<file path="config.mk">
export PLATFORM = sky130hd
export DESIGN_NAME = lu_interlock
export DESIGN_NICKNAME = d
export VERILOG_FILES = /design/src/rtl/lu_interlock_pkg.sv /design/src/rtl/lu_src_match.sv /design/src/rtl/lu_hazard_detect.sv /design/src/rtl/lu_idex_ctrl.sv /design/src/rtl/lu_interlock.sv
export SDC_FILE = /design/constraint.sdc
export NUM_CORES = 1
export LEC_CHECK = 0
export BUFFER_PORTS_ARGS = -buffer_cell sky130_fd_sc_hd__buf_2
export CORE_UTILIZATION = 30
export DETAILED_ROUTE_END_ITERATION = 10
export GPL_ROUTABILITY_DRIVEN = 0
export GPL_TIMING_DRIVEN = 0
export SKIP_LAST_GASP = 1
export SLEW_MARGIN = 20
export SYNTH_ARGS = -nofsm -noshare
export SYNTH_HDL_FRONTEND = slang
export SYNTH_HIERARCHICAL = 1
export SYNTH_SLANG_ARGS = --single-unit
</file>
<file path="constraint.sdc">
create_clock -name clk_i -period 3.6 [get_ports clk_i]
set_clock_uncertainty 0.1 [all_clocks]
set_input_delay 0.18 -clock clk_i [delete_from_list [all_inputs] [get_ports clk_i]]
set_output_delay 0.18 -clock clk_i [all_outputs]
set_load 0.1 [all_outputs]
</file>
<file path="src/rtl/lu_interlock_pkg.sv">
package lu_interlock_pkg;
  typedef struct packed {
    logic reg_we;
    logic mem_re;
    logic mem_we;
  } stage_ctrl_t;

  localparam stage_ctrl_t CTRL_NOP = '{reg_we: 1'b0, mem_re: 1'b0, mem_we: 1'b0};
endpackage

</file>
<file path="src/rtl/lu_src_match.sv">
module lu_src_match #(
  parameter int unsigned REG_AW = 5
) (
  input  logic [REG_AW-1:0] src_i,
  input  logic              used_i,
  input  logic [REG_AW-1:0] ex_rd_i,
  output logic              hit_o
);
  // register 0 is hardwired, never a true dependence
  assign hit_o = used_i && (ex_rd_i != '0) && (src_i == ex_rd_i);
endmodule

</file>
<file path="src/rtl/lu_hazard_detect.sv">
module lu_hazard_detect #(
  parameter int unsigned REG_AW  = 5,
  parameter int unsigned NUM_SRC = 2
) (
  input  logic                           clk_i,
  input  logic                           rst_ni,
  input  logic [NUM_SRC-1:0][REG_AW-1:0] src_i,
  input  logic [NUM_SRC-1:0]             used_i,
  input  logic [NUM_SRC-1:0]             exempt_i,
  input  logic                           ex_load_i,
  input  logic [REG_AW-1:0]              ex_rd_i,
  output logic                           stall_o
);
  logic [NUM_SRC-1:0] hit;

  for (genvar g = 0; g < NUM_SRC; g++) begin : g_src
    lu_src_match #(.REG_AW(REG_AW)) i_match (
      .src_i  (src_i[g]),
      .used_i (used_i[g]),
      .ex_rd_i(ex_rd_i),
      .hit_o  (hit[g])
    );
  end

  assign stall_o = ex_load_i && |(hit & ~exempt_i);

  a_r6_rd_zero_no_stall : assert property (@(posedge clk_i) disable iff (!rst_ni)
    (ex_rd_i == '0) |-> !stall_o);
  a_r7_unused_no_stall : assert property (@(posedge clk_i) disable iff (!rst_ni)
    (used_i == '0) |-> !stall_o);
  a_r8_nonload_no_stall : assert property (@(posedge clk_i) disable iff (!rst_ni)
    !ex_load_i |-> !stall_o);
endmodule

</file>
<file path="src/rtl/lu_idex_ctrl.sv">
module lu_idex_ctrl
  import lu_interlock_pkg::*;
#(
  parameter int unsigned REG_AW = 5
) (
  input  logic              clk_i,
  input  logic              rst_ni,
  input  logic              bubble_i,
  input  stage_ctrl_t       id_ctrl_i,
  input  logic [REG_AW-1:0] id_rd_i,
  output stage_ctrl_t       ex_ctrl_o,
  output logic [REG_AW-1:0] ex_rd_o
);
  always_ff @(posedge clk_i or negedge rst_ni) begin
    if (!rst_ni) begin
      ex_ctrl_o <= CTRL_NOP;
      ex_rd_o   <= '0;
    end else if (bubble_i) begin
      ex_ctrl_o <= CTRL_NOP;
      ex_rd_o   <= '0;
    end else begin
      ex_ctrl_o <= id_ctrl_i;
      ex_rd_o   <= id_rd_i;
    end
  end

  a_r9_bubble_clears : assert property (@(posedge clk_i) disable iff (!rst_ni)
    bubble_i |=> (ex_ctrl_o == CTRL_NOP) && (ex_rd_o == '0));
  a_r10_pass_through : assert property (@(posedge clk_i) disable iff (!rst_ni)
    !bubble_i |=> (ex_ctrl_o == $past(id_ctrl_i)) && (ex_rd_o == $past(id_rd_i)));
endmodule

</file>
<file path="src/rtl/lu_interlock.sv">
module lu_interlock
  import lu_interlock_pkg::*;
#(
  parameter int unsigned REG_AW = 5
) (
  input  logic              clk_i,
  input  logic              rst_ni,
  input  logic [REG_AW-1:0] id_rs1_i,
  input  logic [REG_AW-1:0] id_rs2_i,
  input  logic              id_use_rs1_i,
  input  logic              id_use_rs2_i,
  input  logic              id_is_store_i,
  input  logic              id_reg_we_i,
  input  logic              id_mem_re_i,
  input  logic              id_mem_we_i,
  input  logic [REG_AW-1:0] id_rd_i,
  output logic              pc_we_o,
  output logic              ifid_we_o,
  output logic              idex_bubble_o,
  output logic              ex_reg_we_o,
  output logic              ex_mem_re_o,
  output logic              ex_mem_we_o,
  output logic [REG_AW-1:0] ex_rd_o
);
  localparam int unsigned NumSrc  = 2;
  localparam int unsigned DataIdx = 1;  // store data travels on the second source

  logic [NumSrc-1:0][REG_AW-1:0] src;
  logic [NumSrc-1:0]             used;
  logic [NumSrc-1:0]             exempt;
  logic                          stall;
  stage_ctrl_t                   id_ctrl;
  stage_ctrl_t                   ex_ctrl;

  assign src  = {id_rs2_i, id_rs1_i};
  assign used = {id_use_rs2_i, id_use_rs1_i};

  always_comb begin
    exempt          = '0;
    exempt[DataIdx] = id_is_store_i;  // forwarded into the memory stage instead
  end

  assign id_ctrl = '{reg_we: id_reg_we_i, mem_re: id_mem_re_i, mem_we: id_mem_we_i};

  lu_hazard_detect #(.REG_AW(REG_AW), .NUM_SRC(NumSrc)) i_detect (
    .clk_i    (clk_i),
    .rst_ni   (rst_ni),
    .src_i    (src),
    .used_i   (used),
    .exempt_i (exempt),
    .ex_load_i(ex_ctrl.mem_re),
    .ex_rd_i  (ex_rd_o),
    .stall_o  (stall)
  );

  lu_idex_ctrl #(.REG_AW(REG_AW)) i_idex (
    .clk_i    (clk_i),
    .rst_ni   (rst_ni),
    .bubble_i (stall),
    .id_ctrl_i(id_ctrl),
    .id_rd_i  (id_rd_i),
    .ex_ctrl_o(ex_ctrl),
    .ex_rd_o  (ex_rd_o)
  );

  assign pc_we_o       = !stall;
  assign ifid_we_o     = !stall;
  assign idex_bubble_o = stall;
  assign ex_reg_we_o   = ex_ctrl.reg_we;
  assign ex_mem_re_o   = ex_ctrl.mem_re;
  assign ex_mem_we_o   = ex_ctrl.mem_we;

  a_r11_single_stall : assert property (@(posedge clk_i) disable iff (!rst_ni)
    idex_bubble_o |=> !idex_bubble_o);
  a_r12_enables_agree : assert property (@(posedge clk_i) disable iff (!rst_ni)
    (pc_we_o == ifid_we_o) && (pc_we_o != idex_bubble_o));
  a_r4_store_data_exempt : assert property (@(posedge clk_i) disable iff (!rst_ni)
    (id_is_store_i && !(id_use_rs1_i && id_rs1_i == ex_rd_o)) |-> !idex_bubble_o);
  a_r2_rs1_load_use : assert property (@(posedge clk_i) disable iff (!rst_ni)
    (ex_mem_re_o && ex_rd_o != '0 && id_use_rs1_i && id_rs1_i == ex_rd_o) |-> idex_bubble_o);
endmodule

</file>
==> After elaboration in Yosys (flattened, before gate mapping) <==
Index checks and enable logic that the tools add are counted.
{ "totals": {"out_inout_bits": 11, "word_cells": 18, "inputBits": 23, "reg_bits": 8} }
{ "op_classes": {"n_mux": 2, "eq_ne": 2, "n_bitwise": 2, "reduce_logical": 8} }
{ "op_table": {"columns": ["cell", "count"], "rows": [
  ["$eq A5 B5 Y1", 2],
  ["$logic_and A1 B1 Y1", 5],
  ["$mux W5", 1],
  ["$reduce_bool A5 Y1", 1],
  ["$mux W3", 1],
  ["$and A2 B2 Y2", 1],
  ["$not A2 Y2", 1],
  ["$reduce_or A2 Y1", 1],
  ["$logic_not A1 Y1", 1]
]} }

==> Logic depth before layout (Yosys ltp) <==
Gate-level depths: netlist of the first run.
{ "logic_depth": {"ltp_word": 7, "depth_mapped": 7, "mapped_depth_nobuf": 6} }

==> Cells and area by module <==
The synthesis of the first run kept the hierarchy.
{ "modules_own_cells": {"columns": ["mod", "seq_area_each_um2", "cells_each", "n_inst", "area_each_um2"], "rows": [
  ["lu_idex_ctrl", 200.2, 16, 1, 250.2],
  ["lu_src_match", 0.0, 10, 2, 76.3],
  ["lu_hazard_detect", 0.0, 3, 1, 23.8],
  ["lu_interlock", 0.0, 3, 1, 15.0]
]} }

==> Worst setup path after synthesis of the first run <==
No wires, ideal clock.
{ "synth_path": {"path_type": "reg2out", "startpoint": "reg i_idex.ex_rd_o[3]", "endpoint": "out pc_we_o", "t_arrival_ns": 3.952, "slack_ns": -0.632, "path_stages_with_launch": 8, "cell_sequence": "dfrtp_1 xor2_1 nor3_1 and4_1 nand2b_1 a21boi_2 inv_1 buf_4"} }
{ "synth_via": {"elab_chain_len": 7} }
{ "synth_lines": {"columns": ["element", "line_no", "source"], "rows": [
  ["from (decl)", "lu_idex_ctrl.sv:12", "output logic [REG_AW-1:0] ex_rd_o"],
  ["from (signal assigned)", "lu_idex_ctrl.sv:23", "ex_rd_o <= id_rd_i;"],
  ["$reduce_bool A5 Y1", "lu_src_match.sv:10", "assign hit_o = used_i && (ex_rd_i != '0) && (src_i == ex_rd_i);"],
  ["$logic_and A1 B1 Y1", "lu_src_match.sv:10", null],
  ["$logic_and A1 B1 Y1 *", "lu_src_match.sv:10", null],
  ["named net i_detect.hit[1]", "lu_hazard_detect.sv:14", "logic [NUM_SRC-1:0] hit;"],
  ["$and A2 B2 Y2 *", "lu_hazard_detect.sv:25", "assign stall_o = ex_load_i && |(hit & ~exempt_i);"],
  ["$reduce_or A2 Y1 *", "lu_hazard_detect.sv:25", null],
  ["$logic_and A1 B1 Y1 *", "lu_hazard_detect.sv:25", null],
  ["named net idex_bubble_o", "lu_interlock.sv:19", "output logic idex_bubble_o,"],
  ["$logic_not A1 Y1 *", null, null],
  ["to (decl)", "lu_interlock.sv:17", "output logic pc_we_o,"]
]} }
The timed path passes the listed nets; every way through them passes the cells marked *.

==> Final worst setup path of the first run <==
{ "layout_path": {"startpoint": "reg i_idex.ex_rd_o[3]", "endpoint": "out pc_we_o"} }
{ "layout_via": {"elab_chain_len": 7} }
{ "layout_lines": {"columns": ["element", "line_no", "source"], "rows": [
  ["$reduce_bool A5 Y1", "lu_src_match.sv:10", null],
  ["$logic_and A1 B1 Y1", "lu_src_match.sv:10", null],
  ["$logic_and A1 B1 Y1 *", "lu_src_match.sv:10", null],
  ["named net i_detect.hit[0]", "lu_hazard_detect.sv:14", null],
  ["$and A2 B2 Y2 *", "lu_hazard_detect.sv:25", null],
  ["$reduce_or A2 Y1 *", "lu_hazard_detect.sv:25", null],
  ["$logic_and A1 B1 Y1 *", "lu_hazard_detect.sv:25", null],
  ["$logic_not A1 Y1 *", "lu_interlock.sv:66", "assign pc_we_o = !stall;"]
]} }
Marked as above.

==> out/results.ini, run 1 <==
[clock_tree]
cts.reportedPaths.clkPinSlew_ps=60
clock_tree_from_tritoncts=yes
cts_buffers=3
clock_sinks=8
root_buffer=sky130_fd_sc_hd__clkbuf_4
clock_tree.buffer_depth=2
clkLatencyLatePin_ps=250
ctsResizeCount=0
cts_htree_levels=1
post_cts_setup_buffer_count=0
cts_hold_repair.buffers=1

[synthesis]
synth_common_cells=sky130_fd_sc_hd__dfrtp_1, sky130_fd_sc_hd__nor2b_1, sky130_fd_sc_hd__xor2_1
synth.lib_cells_used.distinct=15
synth_area_leaders=sky130_fd_sc_hd__dfrtp_1, sky130_fd_sc_hd__xor2_1, sky130_fd_sc_hd__nor2b_1
synthesis.area_per_instance_sq_um=10.52
post-synth-top-area-cell=sky130_fd_sc_hd__dfrtp_1
synth_flop_cell=sky130_fd_sc_hd__dfrtp_1
synthesis.instances=42
synth-warning-count=6
post-synth-top-area-fraction_pct=45.33
asyncSetResetFlopFracSynth_pct=100.0
syn-num-nets=65
synth-seq-cells=8
ys_seq_area_share_pct=45.33
number_of_enable_flip_flop_cells_after_synthesis=0
syn-cell-area_sq_um=441.7

[hold_path]
hold_path.class=primary input to flip-flop

[final_layout]
drive_gt1_share_pct=53.75
ff_latch_area_sq_um=203.9
fillerInstances=128
area_growth_syn_to_layout_pct=52.41
final_core_util_pct=50.47
multiInputGateArea_sq_um=237.7
num_antenna_cells=0
final_nets=104

[die]
core_area_sq_um=1334
die-area_sq_um=1630
floorplan.initialDensity_pct=33.11
design.portCount=34
rows=13
fp.dieW_um=40.37
die_h_um=40.37

[timing]
layout_min_cycle_time_ps=2404
final_min_period_over_clock_period_pct=66.77
setup-tns-final_ps=0
rsz0062_at_grt=false
hold_ws_ps=44.86
post-route-worst-setup-slack_ps=1196
clock.fmax_mhz=416.0
hold_viol=0
final-setup-viol-count=0
drv_slew=0

[global_routing]
grt_pass1_vias=323
grt_antenna_before_repair=0
grt_start_max_net_pins=11
grt_pass1_wl_um=1304
grt_overflow=0
grt_usage_pct=12.08

[critical_path]
cp_slowest_cell=sky130_fd_sc_hd__dfrtp_2
timing.critical_path.buf_inv=3
critPathLaunchType=flip-flop
worst_path_dominant_cell_family=simple AND/OR/NAND/NOR gates
crit_required_ps=3320
r2r_slack_ps=1920
setup.worst_path.end_class=primary output
slowest_stage_delay_cp_ps=440
crit_chain=xor2_1 > nor3_1 > and4_1 > nand2b_1 > a21boi_4 > inv_1 > buf_4 > buf_2
critical_path_class=flip-flop to primary output
cp.arrival_ps=2120
crit_path_max_fanout=10

[detailed_routing]
detailedRoute.firstIterationViolations=2
drt.antenna.violating_nets=0
routed_wire_length_per_instance_um=8.905
post_drt_via_cell_ratio=4.295
wl_um=846
detail_route.drc_violations=0
first_pass_iters=2
vias=408

[flow_run]
max_cap_viol_count=0

[place]
pre_cts_setup_slack_ps=1425
port_buffers=33

[pwr]
power_density_nw_per_um2=367.2
static_leakage_nw=0.3269
ir_drop_mv=0.2840

[run_status]
status=finished, final reports clean

-- placed cells by master (no fill, tap or decap), drive strengths merged --
| cell type | Yosys | routed |
|---|---|---|
| xor2 | 6 | 6 |
| nand2b | 2 | 2 |
| inv | 1 | 1 |
| dfrtp | 8 | 8 |
| clkbuf | 0 | 4 |
| buf | 1 | 34 |
| xnor2 | 2 | 2 |
| dlygate4sd3 | 0 | 1 |
| nand2 | 2 | 2 |
| conb | 1 | 1 |
| nor3 | 2 | 2 |
| or2 | 2 | 2 |
| nor2b | 8 | 8 |
| o21ai | 2 | 2 |
| nor4 | 2 | 2 |
| and4 | 2 | 2 |
| a21boi | 1 | 1 |
-- per-stage QoR --
step	cells	power, mW	instance area (sq um)
2_1_floorplan	42	0.1556	452.9
3_3_place_gp	90	0.1766	636.9
3_5_place_dp	90	0.1773	636.9
4_1_cts	95	0.2512	673.1
5_1_grt	95	0.2653	673.1
6_report	95	0.2472	673.1
-- cell type report --
cell class,count,share of cell area [%]
plain buffers,1,1.115
clock buffers,4,3.903
inverters,1,0.5576
multi-input cells,32,35.32
flip-flops and latches,8,30.30
well taps,15,2.788
repair buffers,34,26.02
-- cell families after synthesis --
| kind of cell | synth area share [%] |
|---|---|
| XOR/XNOR | 15.86 |
| AO/OA/AOI/OAI | 4.816 |
| flip-flops | 45.33 |
| buffers and inverters | 2.549 |
| AND/OR/NAND/NOR | 30.59 |
| other | 0.8490 |
-- power by group --
part,internal [mW],total [mW],switching (mW)
combinational,0.0225,0.0745,0.0520
clock,0.0423,0.0714,0.0291
sequential,0.0953,0.101,0.00599
-- per-layer routing --
metal  global-route usage [%]  routed length, um  vias up  part of all wire [%]
li1                         -                  -      211                     -
met3                    2.222                 96        0                    11
met5                        0                  0        -                     0
met4                    7.500                  0        0                     0
met1                    15.36                398      170                    47
met2                    18.65                351       27                    41
-- path summary, 6_finish.rpt --
path                                               startpoint                             to  depth (start not counted)
worst max-delay path              i_idex/ex_rd_o[3]$_DFF_PN0_                        pc_we_o                          8
worst min-delay path                               id_rd_i[3]    i_idex/ex_rd_o[3]$_DFF_PN0_                          2
worst max register to register    i_idex/ex_rd_o[3]$_DFF_PN0_  i_idex/ex_ctrl_o[2]$_DFF_PN0_                          6
worst min register to register  i_idex/ex_ctrl_o[1]$_DFF_PN0_    i_idex/ex_rd_o[3]$_DFF_PN0_                          2
max in group asynchronous                              rst_ni    i_idex/ex_rd_o[2]$_DFF_PN0_                          2
min in group asynchronous                              rst_ni  i_idex/ex_ctrl_o[0]$_DFF_PN0_                          2
-- sequential cells by signal, summed over array words and instances (netlist names) --
signal	count
i_idex/ex_ctrl_o	3
i_idex/ex_rd_o	5
No activity file was read; power rests on OpenSTA's default activity.
==> inputs of run 2 (changes only) <==
clock period = 2.4 ns   (was 3.6 ns; I/O delays follow)
==> out/results.ini, run 2 (synthesized netlist as in run 1, its figures left out) <==
[run_status]
status=finished, final reports clean

[global_routing]
grt_start_max_net_pins=9
grt_pass1_vias=363
grt_antenna_before_repair=0
grt_overflow=0
grt_pass1_wl_um=1317
grt_usage_pct=12.40

[die]
rows=13
design.portCount=34
core_area_sq_um=1334
floorplan.initialDensity_pct=33.11
die_h_um=40.37
die-area_sq_um=1630
fp.dieW_um=40.37

[final_layout]
drive_gt1_share_pct=54.02
final_cell_area_sq_um=772.0
layout_commonest_cell=sky130_fd_sc_hd__buf_2
num_antenna_cells=0
largest-register=i_idex/ex_rd_o
area_growth_syn_to_layout_pct=74.79
fillerInstances=129
largest_register_ff_count=5
commonest_cells_after_routing_fill_and_taps_aside=sky130_fd_sc_hd__buf_2, sky130_fd_sc_hd__nor2b_1, sky130_fd_sc_hd__dlygate4sd3_1
finalNonFillerCells=102
reg_top3=i_idex/ex_rd_o: 5 flops, i_idex/ex_ctrl_o: 3 flops
final_nets=111

[critical_path]
setup.worst_path.end_class=primary output
r2r-start=i_idex/ex_rd_o[1]$_DFF_PN0_
crit_required_ps=2180
critical_path_startpoint=i_idex/ex_rd_o[1]$_DFF_PN0_
reg2reg_depth=7
r2r_slack_ps=630
crit_path_end=pc_we_o
timing.rr.end=i_idex/ex_ctrl_o[2]$_DFF_PN0_
crit_path_max_fanout=5
cp.arrival_ps=2060
critPathLaunchType=flip-flop
critical_path_class=flip-flop to primary output

[detailed_routing]
vias=428
detailedRoute.firstIterationViolations=2
detail_route.drc_violations=0
first_pass_iters=2
post_drt_via_cell_ratio=4.196
routed_wire_length_per_instance_um=9.000
drt.antenna.violating_nets=0
wl_um=918

[hold_path]
hold_path.class=primary input to flip-flop

[timing]
hold_viol=0
layout_min_cycle_time_ps=2278
clock.fmax_mhz=439.1
setup-tns-final_ps=0
final_min_period_over_clock_period_pct=94.90
rsz0062_at_grt=false
drv_slew=0
final-setup-viol-count=0
post-route-worst-setup-slack_ps=122.4

[clock_tree]
root_buffer=sky130_fd_sc_hd__clkbuf_4
clkLatencyLatePin_ps=250
clock_sinks=8
clock_tree_from_tritoncts=yes
cts_htree_levels=1
clock_tree.buffer_depth=2
cts_buffers=3
cts.reportedPaths.clkPinSlew_ps=50

[pwr]
ir_drop_mv=0.3045
p_total_mw=0.3791
power_density_nw_per_um2=491.0
static_leakage_nw=0.3640

[flow_run]
max_cap_viol_count=0

[place]
dpl.cell_count=90
dpl_cell_area_sq_um=665.6
pre_cts_setup_slack_ps=134.3
dp_hpwl_um=713.6
port_buffers=33

[run 2: worst min-delay path by stage]
stage / cells after the start / start / endpoint
global route: 2 / id_reg_we_i / i_idex/ex_ctrl_o[2]$_DFF_PN0_
CTS: 2 / id_reg_we_i / i_idex/ex_ctrl_o[2]$_DFF_PN0_
detailed placement: 1 / rst_ni / i_idex/ex_rd_o[2]$_DFF_PN0_
floorplan: 0 / rst_ni / i_idex/ex_ctrl_o[0]$_DFF_PN0_
global placement: 1 / rst_ni / i_idex/ex_rd_o[2]$_DFF_PN0_
finish: 2 / id_reg_we_i / i_idex/ex_ctrl_o[2]$_DFF_PN0_
[run 2: cell type report]
cell class | instances | area, sq um | share of cell area (%)
Buffer | 1 | 20.02 | 2.593
Tap cell | 15 | 18.77 | 2.431
Multi-Input combinational cell | 32 | 237.7 | 30.79
Inverter | 1 | 7.507 | 0.9724
Clock buffer | 4 | 26.28 | 3.404
Sequential cell | 8 | 216.5 | 28.04
Timing Repair Buffer | 41 | 245.2 | 31.77
[run 2: per-layer routing]
layer,track usage (%),routed length (um),vias up
met1,12.88,347,185
met4,7.500,0,0
met3,2.222,71,0
met5,0,0,-
met2,22.62,499,18
li1,-,-,225
[run 2: repair_timing]
item                                    in CTS  in global routing
hold endpoints to repair                    14                  0
pin swaps                                    1                  0
setup buffers                                1                  0
hold buffers                                 7                  0
resized for setup                            0                  2
endpoints found under the setup margin       3                  1
[run 2: power by group]
group	leakage (nW)	switching (mW)	internal, mW	total [mW]
Clock	0.0150	0.0417	0.0633	0.105
Sequential	0.0887	0.00905	0.145	0.154
Combinational	0.260	0.0791	0.0408	0.120
Total	0.364	0.130	0.249	0.379
[run 2: critical path, stage by stage, from the launching register on]
cell and delay [ps]:
sky130_fd_sc_hd__dfrtp_4 510, sky130_fd_sc_hd__xor2_1 150, sky130_fd_sc_hd__nor3_1 180, sky130_fd_sc_hd__and4_1 190, sky130_fd_sc_hd__nand2b_1 90, sky130_fd_sc_hd__a21boi_4 210, sky130_fd_sc_hd__clkinvlp_4 140, sky130_fd_sc_hd__buf_12 130
sky130_fd_sc_hd__buf_4 220
[run 2: stage by stage]
stage,hold slack [ps],util (%)
2_1_floorplan,-275.6,-
3_3_place_gp,-138.9,49.91
3_5_place_dp,-135.2,49.91
4_1_cts,0.03514,57.69
5_1_grt,8.573,57.88
6_report,2.529,57.88
==> inputs of run 3 (changes only) <==
RECOVER_POWER = 50   (was default)
==> out/results.ini, run 3 (synthesized netlist as in run 1, its figures left out) <==
[global_routing]
grt_usage_pct=12.40
grt_overflow=0
grt_antenna_before_repair=0
grt_pass1_wl_um=1317
grt_pass1_vias=363
grt_start_max_net_pins=9

[flow_run]
max_cap_viol_count=0

[detailed_routing]
detail_route.drc_violations=0
vias=432
post_drt_via_cell_ratio=4.235
routed_wire_length_per_instance_um=8.971
wl_um=915
drt.antenna.violating_nets=0
detailedRoute.firstIterationViolations=2
first_pass_iters=2

[timing]
rsz0062_at_grt=false
tightest_slew_margin_relative_to_the_limit_pct=22.54
worstMarginPinSlew_ps=1167
final_min_period_over_clock_period_pct=94.91
drv_slew=0
clock.fmax_mhz=439.0
hold_ws_ps=2.529
layout_min_cycle_time_ps=2278
hold_viol=0
final-setup-viol-count=0

[hold_path]
hold_path.startpoint=id_reg_we_i
hold_path.class=primary input to flip-flop

[pwr]
static_leakage_nw=0.3474
ir_drop_mv=0.3040
power_density_nw_per_um2=493.8

[place]
dp_hpwl_um=713.6
dpl.cell_count=90
port_buffers=33

[clock_tree]
clock_sinks=8
clock_tree_from_tritoncts=yes
clock_tree.buffer_depth=2
cts_buffers=3
cts.reportedPaths.clkPinSlew_ps=50
root_buffer=sky130_fd_sc_hd__clkbuf_4
cts_htree_levels=1
clkLatencyLatePin_ps=250

[final_layout]
largest_register_ff_count=5
finalNonFillerCells=102
layout_commonest_cell=sky130_fd_sc_hd__buf_2
drive_gt1_share_pct=47.13
num_antenna_cells=0
commonest_cells_after_routing_fill_and_taps_aside=sky130_fd_sc_hd__buf_2, sky130_fd_sc_hd__nor2b_1, sky130_fd_sc_hd__clkbuf_1, sky130_fd_sc_hd__dlygate4sd3_1, sky130_fd_sc_hd__xor2_1
reg_top3=i_idex/ex_rd_o: 5 flops, i_idex/ex_ctrl_o: 3 flops
area_growth_syn_to_layout_pct=73.09
largest-register=i_idex/ex_rd_o
final_nets=111

[critical_path]
cp.arrival_ps=2060
critical_path_startpoint=i_idex/ex_rd_o[1]$_DFF_PN0_
r2r-start=i_idex/ex_rd_o[1]$_DFF_PN0_
crit_path_end=pc_we_o
critPathLaunchType=flip-flop
crit_required_ps=2180
critical_path_class=flip-flop to primary output
r2r_slack_ps=630
crit_path_max_fanout=5
reg2reg_depth=7
timing.rr.end=i_idex/ex_ctrl_o[2]$_DFF_PN0_
setup.worst_path.end_class=primary output

[run_status]
status=finished, final reports clean

[die]
core_area_sq_um=1334
die-area_sq_um=1630
fp.dieW_um=40.37
floorplan.initialDensity_pct=33.11
rows=13
design.portCount=34
die_h_um=40.37

==> run 3: cell types whose count changed in the layout (fill, tap and decap cells not counted), sizes merged <==
cell    before  now
buf         35   29
clkbuf       4   10
==> run 3: how the worst min path moves through the flow <==
| stage | slack (ps) | to | cells after the start |
|---|---|---|---|
| 2_1_floorplan | -280 | i_idex/ex_ctrl_o[0]$_DFF_PN0_ | 0 |
| 3_3_place_gp | -140 | i_idex/ex_rd_o[2]$_DFF_PN0_ | 1 |
| 3_5_place_dp | -140 | i_idex/ex_rd_o[2]$_DFF_PN0_ | 1 |
| 4_1_cts | 0.04 | i_idex/ex_ctrl_o[2]$_DFF_PN0_ | 2 |
| 5_1_grt | 9 | i_idex/ex_ctrl_o[2]$_DFF_PN0_ | 2 |
| 6_report | 3 | i_idex/ex_ctrl_o[2]$_DFF_PN0_ | 2 |
==> run 3: layer usage <==
metal | track usage [%] | vias to the layer above | part of all wire (%)
met5 | 0 | - | 0
met3 | 2.222 | 0 | 7.9
li1 | - | 225 | -
met4 | 7.500 | 0 | 0
met1 | 12.88 | 189 | 38
met2 | 22.62 | 18 | 54
==> run 3: power breakdown <==
group / switching [mW] / internal, mW / leakage, nW
clock: 0.0417 / 0.0633 / 0.0150
combinational: 0.0790 / 0.0392 / 0.244
sequential: 0.00913 / 0.145 / 0.0887
==> run 3: cell type report <==
cell class,instances,area (sq um)
Buffer,1,20.02
Clock buffer,4,26.28
Fill cell,129,569.3
Inverter,1,7.507
Multi-Input combinational cell,32,237.7
Sequential cell,8,216.5
Tap cell,15,18.77
Timing Repair Buffer,41,237.7
==> run 3: critical path, stage by stage (launching register included) <==
cell	delay (ps)
sky130_fd_sc_hd__dfrtp_4	510
sky130_fd_sc_hd__xor2_1	150
sky130_fd_sc_hd__nor3_1	180
sky130_fd_sc_hd__and4_1	190
sky130_fd_sc_hd__nand2b_1	90
sky130_fd_sc_hd__a21boi_4	210
sky130_fd_sc_hd__clkinvlp_4	140
sky130_fd_sc_hd__buf_12	130
sky130_fd_sc_hd__buf_4	220
==> run 3: what timing repair did <==
action / CTS / global route
cloned: 0 / 0
hold endpoints to repair: 14 / 0
hold buffers: 7 / 0
buffers inserted: 1 / 0
pin swaps: 1 / 0
resized for setup: 0 / 2
endpoints found under the setup margin: 3 / 1
==> run 3: metrics by stage <==
stage | setup slack, ps | total power, mW | utilization, % | cell area, sq um | TNS [ps]
2_1_floorplan | -936.7 | 0.2367 | - | 481.7 | -1501
5_1_grt | 2.891 | 0.3989 | 57.32 | 764.5 | 0
4_1_cts | 23.66 | 0.3833 | 57.69 | 769.5 | 0
3_5_place_dp | 134.3 | 0.2682 | 49.91 | 665.6 | 0
3_3_place_gp | 136.2 | 0.2677 | 49.91 | 665.6 | 0
6_report | 122.1 | 0.3775 | 57.32 | 764.5 | 0
